`src/rtl/cmd_seq_pkg.sv`:
```
package cmd_seq_pkg;
  localparam int FIELD_W   = 11;
  localparam int START_LSB = 0;
  localparam int COUNT_LSB = 16;

  typedef logic [FIELD_W-1:0] field_t;

  typedef struct packed {
    field_t start;
    field_t count;
  } desc_t;

  typedef enum logic {ENG_IDLE = 1'b0, ENG_RUN = 1'b1} eng_state_e;

  function automatic desc_t unpack_desc(input logic [31:0] w);
    desc_t d;
    d.start = w[START_LSB +: FIELD_W];
    d.count = w[COUNT_LSB +: FIELD_W];
    return d;
  endfunction
endpackage

```
`src/rtl/cmd_seq_mem.sv`:
```
module cmd_seq_mem
  import cmd_seq_pkg::*;
#(
  parameter int CMD_W  = 32,
  parameter int MEM_AW = 6
) (
  input  logic              clk,
  input  logic              rst_n,
  input  logic              waddr_we,
  input  field_t            waddr_in,
  input  logic              wdata_we,
  input  logic [CMD_W-1:0]  wdata_in,
  input  logic [MEM_AW-1:0] rd_addr,
  output logic [CMD_W-1:0]  rd_data
);
  localparam int DEPTH = 1 << MEM_AW;

  field_t           wptr_q;
  logic [CMD_W-1:0] store [DEPTH];

  always_ff @(posedge clk) begin
    if (!rst_n)        wptr_q <= '0;
    else if (waddr_we) wptr_q <= waddr_in;
  end

  // host side only writes; engine side only reads
  always_ff @(posedge clk) begin
    if (wdata_we) store[wptr_q[MEM_AW-1:0]] <= wdata_in;
  end

  assign rd_data = store[rd_addr];
endmodule

```
`src/rtl/cmd_seq_desc.sv`:
```
module cmd_seq_desc
  import cmd_seq_pkg::*;
#(
  parameter int NUM_SEQ = 4,
  parameter int SEQ_W   = $clog2(NUM_SEQ)
) (
  input  logic             clk,
  input  logic             rst_n,
  input  logic             desc_we,
  input  logic [SEQ_W-1:0] desc_sel,
  input  logic [31:0]      desc_wdata,
  input  logic [SEQ_W-1:0] rd_sel,
  output desc_t            rd_desc
);
  desc_t [NUM_SEQ-1:0] table_q;

  for (genvar g = 0; g < NUM_SEQ; g++) begin : g_entry
    desc_t entry_q;
    always_ff @(posedge clk) begin
      if (!rst_n)
        entry_q <= '0;
      else if (desc_we && desc_sel == SEQ_W'(g))
        entry_q <= unpack_desc(desc_wdata);
    end
    assign table_q[g] = entry_q;
  end

  assign rd_desc = table_q[rd_sel];
endmodule

```
`src/rtl/cmd_seq_arb.sv`:
```
module cmd_seq_arb #(
  parameter int NUM_SEQ = 4,
  parameter int SEQ_W   = $clog2(NUM_SEQ)
) (
  input  logic               clk,
  input  logic               rst_n,
  input  logic [NUM_SEQ-1:0] seq_req,
  input  logic               busy,
  output logic               start,
  output logic [SEQ_W-1:0]   start_id,
  output logic [NUM_SEQ-1:0] ign_set
);
  always_comb begin
    start    = 1'b0;
    start_id = '0;
    if (!busy) begin
      for (int i = NUM_SEQ - 1; i >= 0; i--) begin
        if (seq_req[i]) begin
          start    = 1'b1;
          start_id = SEQ_W'(i);
        end
      end
    end
    ign_set = seq_req;
    if (start) ign_set[start_id] = 1'b0;
  end


  lowest_wins_chk: assert property (@(posedge clk) disable iff (!rst_n)
    start |-> (seq_req & ((NUM_SEQ'(1) << start_id) - NUM_SEQ'(1))) == '0);
endmodule

```
`src/rtl/cmd_seq_engine.sv`:
```
module cmd_seq_engine
  import cmd_seq_pkg::*;
#(
  parameter int NUM_SEQ = 4,
  parameter int CMD_W   = 32,
  parameter int MEM_AW  = 6,
  parameter int SEQ_W   = $clog2(NUM_SEQ)
) (
  input  logic               clk,
  input  logic               rst_n,
  input  logic               start,
  input  logic [SEQ_W-1:0]   start_id,
  input  desc_t              start_desc,
  output logic [MEM_AW-1:0]  rd_addr,
  input  logic [CMD_W-1:0]   rd_data,
  output logic               cmd_valid,
  input  logic               cmd_ready,
  output logic [CMD_W-1:0]   cmd_data,
  output logic [SEQ_W-1:0]   cmd_seq,
  output logic               busy,
  output logic [NUM_SEQ-1:0] done_set
);
  localparam logic [MEM_AW-1:0] PTR_ONE = MEM_AW'(1);
  localparam field_t            REM_ONE = field_t'(1);

  eng_state_e        state_q;
  logic [MEM_AW-1:0] ptr_q;
  field_t            rem_q;
  logic [SEQ_W-1:0]  cur_q;
  logic              slot_free, can_load, finish, zero_start;

  assign slot_free  = !cmd_valid || cmd_ready;
  assign can_load   = (state_q == ENG_RUN) && (rem_q != '0) && slot_free;
  assign finish     = (state_q == ENG_RUN) && (rem_q == '0) && slot_free;
  assign zero_start = start && (start_desc.count == '0);

  always_ff @(posedge clk) begin
    if (!rst_n) begin
      state_q   <= ENG_IDLE;
      ptr_q     <= '0;
      rem_q     <= '0;
      cur_q     <= '0;
      cmd_valid <= 1'b0;
      cmd_data  <= '0;
    end else if (state_q == ENG_IDLE) begin
      if (start && !zero_start) begin
        state_q <= ENG_RUN;
        ptr_q   <= start_desc.start[MEM_AW-1:0];
        rem_q   <= start_desc.count;
        cur_q   <= start_id;
      end
    end else begin
      if (can_load) begin
        cmd_data  <= rd_data;
        cmd_valid <= 1'b1;
        ptr_q     <= ptr_q + PTR_ONE;
        rem_q     <= rem_q - REM_ONE;
      end else if (cmd_valid && cmd_ready) begin
        cmd_valid <= 1'b0;
      end
      if (finish) state_q <= ENG_IDLE;
    end
  end

  always_comb begin
    done_set = '0;
    if (finish)          done_set[cur_q]    = 1'b1;
    else if (zero_start) done_set[start_id] = 1'b1;
  end

  assign rd_addr = ptr_q;
  assign cmd_seq = cur_q;
  assign busy    = (state_q == ENG_RUN);


  hold_stable_chk: assert property (@(posedge clk) disable iff (!rst_n)
    cmd_valid && !cmd_ready |=> cmd_valid && $stable(cmd_data) && $stable(cmd_seq));

  valid_in_run_chk: assert property (@(posedge clk) disable iff (!rst_n)
    cmd_valid |-> busy);

  seq_locked_chk: assert property (@(posedge clk) disable iff (!rst_n)
    busy |=> !busy || $stable(cmd_seq));

  zero_count_chk: assert property (@(posedge clk) disable iff (!rst_n)
    !busy && start && start_desc.count == '0 |=> !busy && !cmd_valid);
endmodule

```
`src/rtl/cmd_seq_top.sv`:
```
module cmd_seq_top
  import cmd_seq_pkg::*;
#(
  parameter int NUM_SEQ = 4,
  parameter int CMD_W   = 32,
  parameter int MEM_AW  = 6,
  parameter int SEQ_W   = $clog2(NUM_SEQ)
) (
  input  logic               clk,
  input  logic               rst_n,
  input  logic               waddr_we,
  input  logic [10:0]        waddr_in,
  input  logic               wdata_we,
  input  logic [CMD_W-1:0]   wdata_in,
  input  logic               desc_we,
  input  logic [SEQ_W-1:0]   desc_sel,
  input  logic [31:0]        desc_wdata,
  input  logic [NUM_SEQ-1:0] seq_req,
  output logic               cmd_valid,
  input  logic               cmd_ready,
  output logic [CMD_W-1:0]   cmd_data,
  output logic [SEQ_W-1:0]   cmd_seq,
  output logic               busy,
  output logic [NUM_SEQ-1:0] irq_done,
  output logic [NUM_SEQ-1:0] irq_ign,
  input  logic               irq_clr_we,
  input  logic [NUM_SEQ-1:0] irq_clr_done,
  input  logic [NUM_SEQ-1:0] irq_clr_ign
);
  logic [MEM_AW-1:0]  rd_addr;
  logic [CMD_W-1:0]   rd_data;
  logic               start;
  logic [SEQ_W-1:0]   start_id;
  desc_t              start_desc;
  logic [NUM_SEQ-1:0] ign_set, done_set;
  logic [NUM_SEQ-1:0] clr_done_m, clr_ign_m;

  cmd_seq_mem #(.CMD_W(CMD_W), .MEM_AW(MEM_AW)) mem_i (
    .clk(clk), .rst_n(rst_n), .waddr_we(waddr_we), .waddr_in(waddr_in),
    .wdata_we(wdata_we), .wdata_in(wdata_in), .rd_addr(rd_addr), .rd_data(rd_data));

  cmd_seq_desc #(.NUM_SEQ(NUM_SEQ), .SEQ_W(SEQ_W)) desc_i (
    .clk(clk), .rst_n(rst_n), .desc_we(desc_we), .desc_sel(desc_sel),
    .desc_wdata(desc_wdata), .rd_sel(start_id), .rd_desc(start_desc));

  cmd_seq_arb #(.NUM_SEQ(NUM_SEQ), .SEQ_W(SEQ_W)) arb_i (
    .clk(clk), .rst_n(rst_n), .seq_req(seq_req), .busy(busy),
    .start(start), .start_id(start_id), .ign_set(ign_set));

  cmd_seq_engine #(.NUM_SEQ(NUM_SEQ), .CMD_W(CMD_W), .MEM_AW(MEM_AW), .SEQ_W(SEQ_W)) eng_i (
    .clk(clk), .rst_n(rst_n), .start(start), .start_id(start_id), .start_desc(start_desc),
    .rd_addr(rd_addr), .rd_data(rd_data), .cmd_valid(cmd_valid), .cmd_ready(cmd_ready),
    .cmd_data(cmd_data), .cmd_seq(cmd_seq), .busy(busy), .done_set(done_set));

  assign clr_done_m = irq_clr_we ? irq_clr_done : '0;
  assign clr_ign_m  = irq_clr_we ? irq_clr_ign  : '0;

  // new events take precedence over a clear in the same cycle
  always_ff @(posedge clk) begin
    if (!rst_n) begin
      irq_done <= '0;
      irq_ign  <= '0;
    end else begin
      irq_done <= (irq_done & ~clr_done_m) | done_set;
      irq_ign  <= (irq_ign  & ~clr_ign_m)  | ign_set;
    end
  end


  ign_flag_chk: assert property (@(posedge clk) disable iff (!rst_n)
    busy && (seq_req != '0) |=> (irq_ign & $past(seq_req)) == $past(seq_req));

  done_on_fall_chk: assert property (@(posedge clk) disable iff (!rst_n)
    $fell(busy) |-> irq_done != '0);
endmodule

```
`config.mk`:
```
export PLATFORM = sky130hd
export DESIGN_NAME = cmd_seq_top
export DESIGN_NICKNAME = d
export VERILOG_FILES = /design/src/rtl/cmd_seq_pkg.sv /design/src/rtl/cmd_seq_mem.sv /design/src/rtl/cmd_seq_desc.sv /design/src/rtl/cmd_seq_arb.sv /design/src/rtl/cmd_seq_engine.sv /design/src/rtl/cmd_seq_top.sv
export SDC_FILE = /design/constraint.sdc
export NUM_CORES = 2
export LEC_CHECK = 0
export BUFFER_PORTS_ARGS = -buffer_cell sky130_fd_sc_hd__buf_2
export CAP_MARGIN = 10
export CORE_MARGIN = 3
export CORE_UTILIZATION = 40
export DETAILED_ROUTE_END_ITERATION = 10
export RECOVER_POWER = 100
export SYNTH_ARGS = -nofsm -noshare
export SYNTH_HDL_FRONTEND = slang
export SYNTH_SLANG_ARGS = --single-unit
export TNS_END_PERCENT = 30
```
`constraint.sdc`:
```
create_clock -name clk -period 7 [get_ports clk]
set_clock_uncertainty 0.15 [all_clocks]
set_input_delay 1.05 -clock clk [delete_from_list [all_inputs] [get_ports clk]]
set_output_delay 1.05 -clock clk [all_outputs]
set_load 0.1 [all_outputs]
```
==> run_results.csv <==
group,metric,value,unit
floorplan,die-width,462,um
clocking,cts_sinks,2183,
synth,ys.flop_type,"edfxtp_1",
grt,grt_usage,0.199,
worst_setup_path,cpPeakStageDelay,2.07,ns
drt,vias,41200,
run,max_cap_viol_count,108,
synth,synth_top_area_frac,0.740,
clocking,hold_buffers,0,
worst_setup_path,crit_buf_inv,1,
worst_setup_path,slowest_stage,"nor2_1",
finish,multi_input_comb_area,0.0181,mm^2
sta,fin_crit,5.19,ns
worst_setup_path,worst_ep_required_time,7.28,ns
power_and_ir_drop,ir_worst_vdd,0.222,mV
sta,hold_violations,0,
clocking,post_cts_buffers,0,
sta,max-slew-margin-rel,-2.16,
synth,async_flop_share,0,
worst_hold_path,min-delay-start,"waddr_in[1]",
power_and_ir_drop,powerDensity,309,mW/mm^2
outcome,violations,"DRC, capacitance limit, slew limit",
worst_setup_path,crit_chain,"nor2b_1, nand3_1, nor2_1, clkbuf_1",
worst_setup_path,crit_family,"simple AND/OR/NAND/NOR gates",
sta,worst_slew_pin_slew,4.75,ns
finish,final_common_cell,"edfxtp_1",
placement,gp_congestion,0.783,
grt,grt_pass1_vias,41800,
grt,antenna_found_initial,4,
synth,postSynthNetCount,4121,
sta,slew_violations,4252,
clocking,cts_buffers,211,
finish,drive_above_1_share,0.225,
synth,netlist_instances,4023,
worst_setup_path,critical_path.startpoint_type,"flop",
worst_setup_path,r2r-start,"mem_i.wptr_q[0]",
finish,nets,4313,
clocking,clk_path_buf_depth,3,
power_and_ir_drop,p_leak,27.9,nW
finish,seqCellArea,0.0642,mm^2
grt,grt_remaining_overflow,0,
finish,fill_cells,17200,
clocking,h-tree-depth,4,
finish,layout_common_cells,"edfxtp_1 (2048), mux4_2 (508), clkbuf_16 (214)",
clocking,cts_root_buffer,"clkbuf_16",
finish,final_area,0.0941,mm^2
worst_hold_path,hold_class,"in2reg",
synth,ys_seq_elements,2183,
worst_setup_path,cp-end-kind,"flop",
synth,synth.largest_area_cell,"edfxtp_1",
floorplan,die_area,0.213,mm^2
floorplan,core-area,0.206,mm^2
floorplan,io-pin-count,140,
placement,portBuffers,119,
worst_setup_path,r2r_slack,1.81,ns
sta,setup_viol,0,
drt,drc,1,
floorplan,rows,166,
finish,areaGrowthSynthToFinish,13.3,%
worst_setup_path,cp.arrival,5.48,ns
placement,dp_hpwl,111000,um
grt,grt_max_degree,127,
outcome,outcome,"complete, but fails checks",
worst_setup_path,critPathKind,"reg2reg",
drt,drt_iter0_drc,4347,
sta,fmax,193,MHz
synth,synth-edff-count,2048,
synth,synth_area_leaders,"edfxtp_1 (74%), mux4_2 (14%), dfxtp_1 (3.3%)",
synth,synth.distinct_cells,63,
drt,viasPerCell,5.81,
sta,rsz0062_at_grt,"false",
clocking,cts_tree,"yes",
drt,drt-total-wl,212000,um
synth,synth_warnings,0,
sta,tns,0,ns
clocking,clkLatencyLatePin,0.84,ns
synth,yosysSeqAreaShare,0.773,
synth,syn_area,0.0831,mm^2
clocking,clk_pin_slew,0.06,ns
grt,grt_pass1_wl,304000,um
floorplan,start_util,0.404,
drt,ant_nets,0,
clocking,post_cts.resized_instances,0,
placement,place_area,0.0875,mm^2
drt,firstDrtPassIters,5,
worst_setup_path,path_max_fanout,17,
worst_setup_path,critPathLaunch,"mem_i.wptr_q[0]",
floorplan,die-height,462,um
sta,fin_crit_sh,0.742,
drt,wl_per_cell,29.9,um
synth,avgSynthCellArea,20.6,um^2
-- worst reg2reg max path, cell delays in order (launching register included) --
cell	delay, ns
dfxtp_1	0.47
nor2b_1	0.22
nand3_1	0.57
nor2_1	2.08
clkbuf_1	1.29
-- state kept, by name (all words and copies together) (netlist names), 2 cells and up --
signal,flops
irq_ign,4
eng_i.rem_q,11
eng_i.cmd_seq,2
irq_done,4
eng_i.cmd_data,32
mem_i.store,2048
desc_i.g_entry.entry_q,68
eng_i.rd_addr,6
mem_i.wptr_q,6
-- per-stage QoR --
step	instances	hold slack [ns]	utilization	setup slack, ns	total power, mW
after floorplan	4023	0.281	-	3.53	16.8
after global placement	6689	0.289	0.425	2.44	17.8
after detailed placement	6690	0.293	0.426	2.41	17.9
after CTS	7087	0.221	0.460	3.10	29.4
after global routing	7089	0.266	0.458	1.54	30.0
final	7092	0.297	0.458	1.81	29.1
-- where the power goes --
part | total [mW] | switching, mW | internal [mW] | leakage [nW]
clock | 11.5 | 4.87 | 6.67 | 3.47
sequential | 14.6 | 0.161 | 14.5 | 19.5
combinational | 2.96 | 1.99 | 0.975 | 4.92
-- metal layers --
metal	GRT usage	routed length, um	vias up	share of wire
met2	0.333	106000	1468	0.50
met4	0.0568	5690	0	0.027
met5	0	0	-	0
met1	0.270	85700	22200	0.40
li1	-	-	17200	-
met3	0.0337	14600	271	0.069
-- Yosys cell counts, types with 17 or more instances --
cell	count
a21oi_1	198
a22oi_1	191
buf_1	49
buf_2	47
clkbuf_1	142
dfxtp_1	135
edfxtp_1	2048
mux2i_1	45
mux4_2	508
nand2_1	198
nand3_1	51
nor2_1	99
nor4_1	30
o21ai_0	61
o22ai_1	17
-- final cells by class --
class | count | area share
Inverter | 11 | 0.000452
Timing Repair Buffer | 229 | 0.0134
Multi-Input combinational cell | 1579 | 0.193
Antenna cell | 5 | 0.000133
Clock inverter | 137 | 0.0156
Clock buffer | 260 | 0.0597
Tap cell | 2688 | 0.0357
Sequential cell | 2183 | 0.682
-- cell families after synthesis --
logic type | Yosys count | share of synthesized area
buf+inv | 261 | 0.0132
fa+ha+maj | 2 | 0.000301
simple gates | 456 | 0.0254
compound gates | 564 | 0.0446
mux | 557 | 0.144
flops | 2183 | 0.773
-- worst paths after layout --
check                                                     to  cells after the start
worst min register to register  desc_i.g_entry[1].entry_q[1]                      2
worst max-delay path                       mem_i.store[5][3]                      4
worst max register to register             mem_i.store[5][3]                      4
worst min-delay path                         mem_i.wptr_q[1]                      3
(Power assumes the default switching activity.)
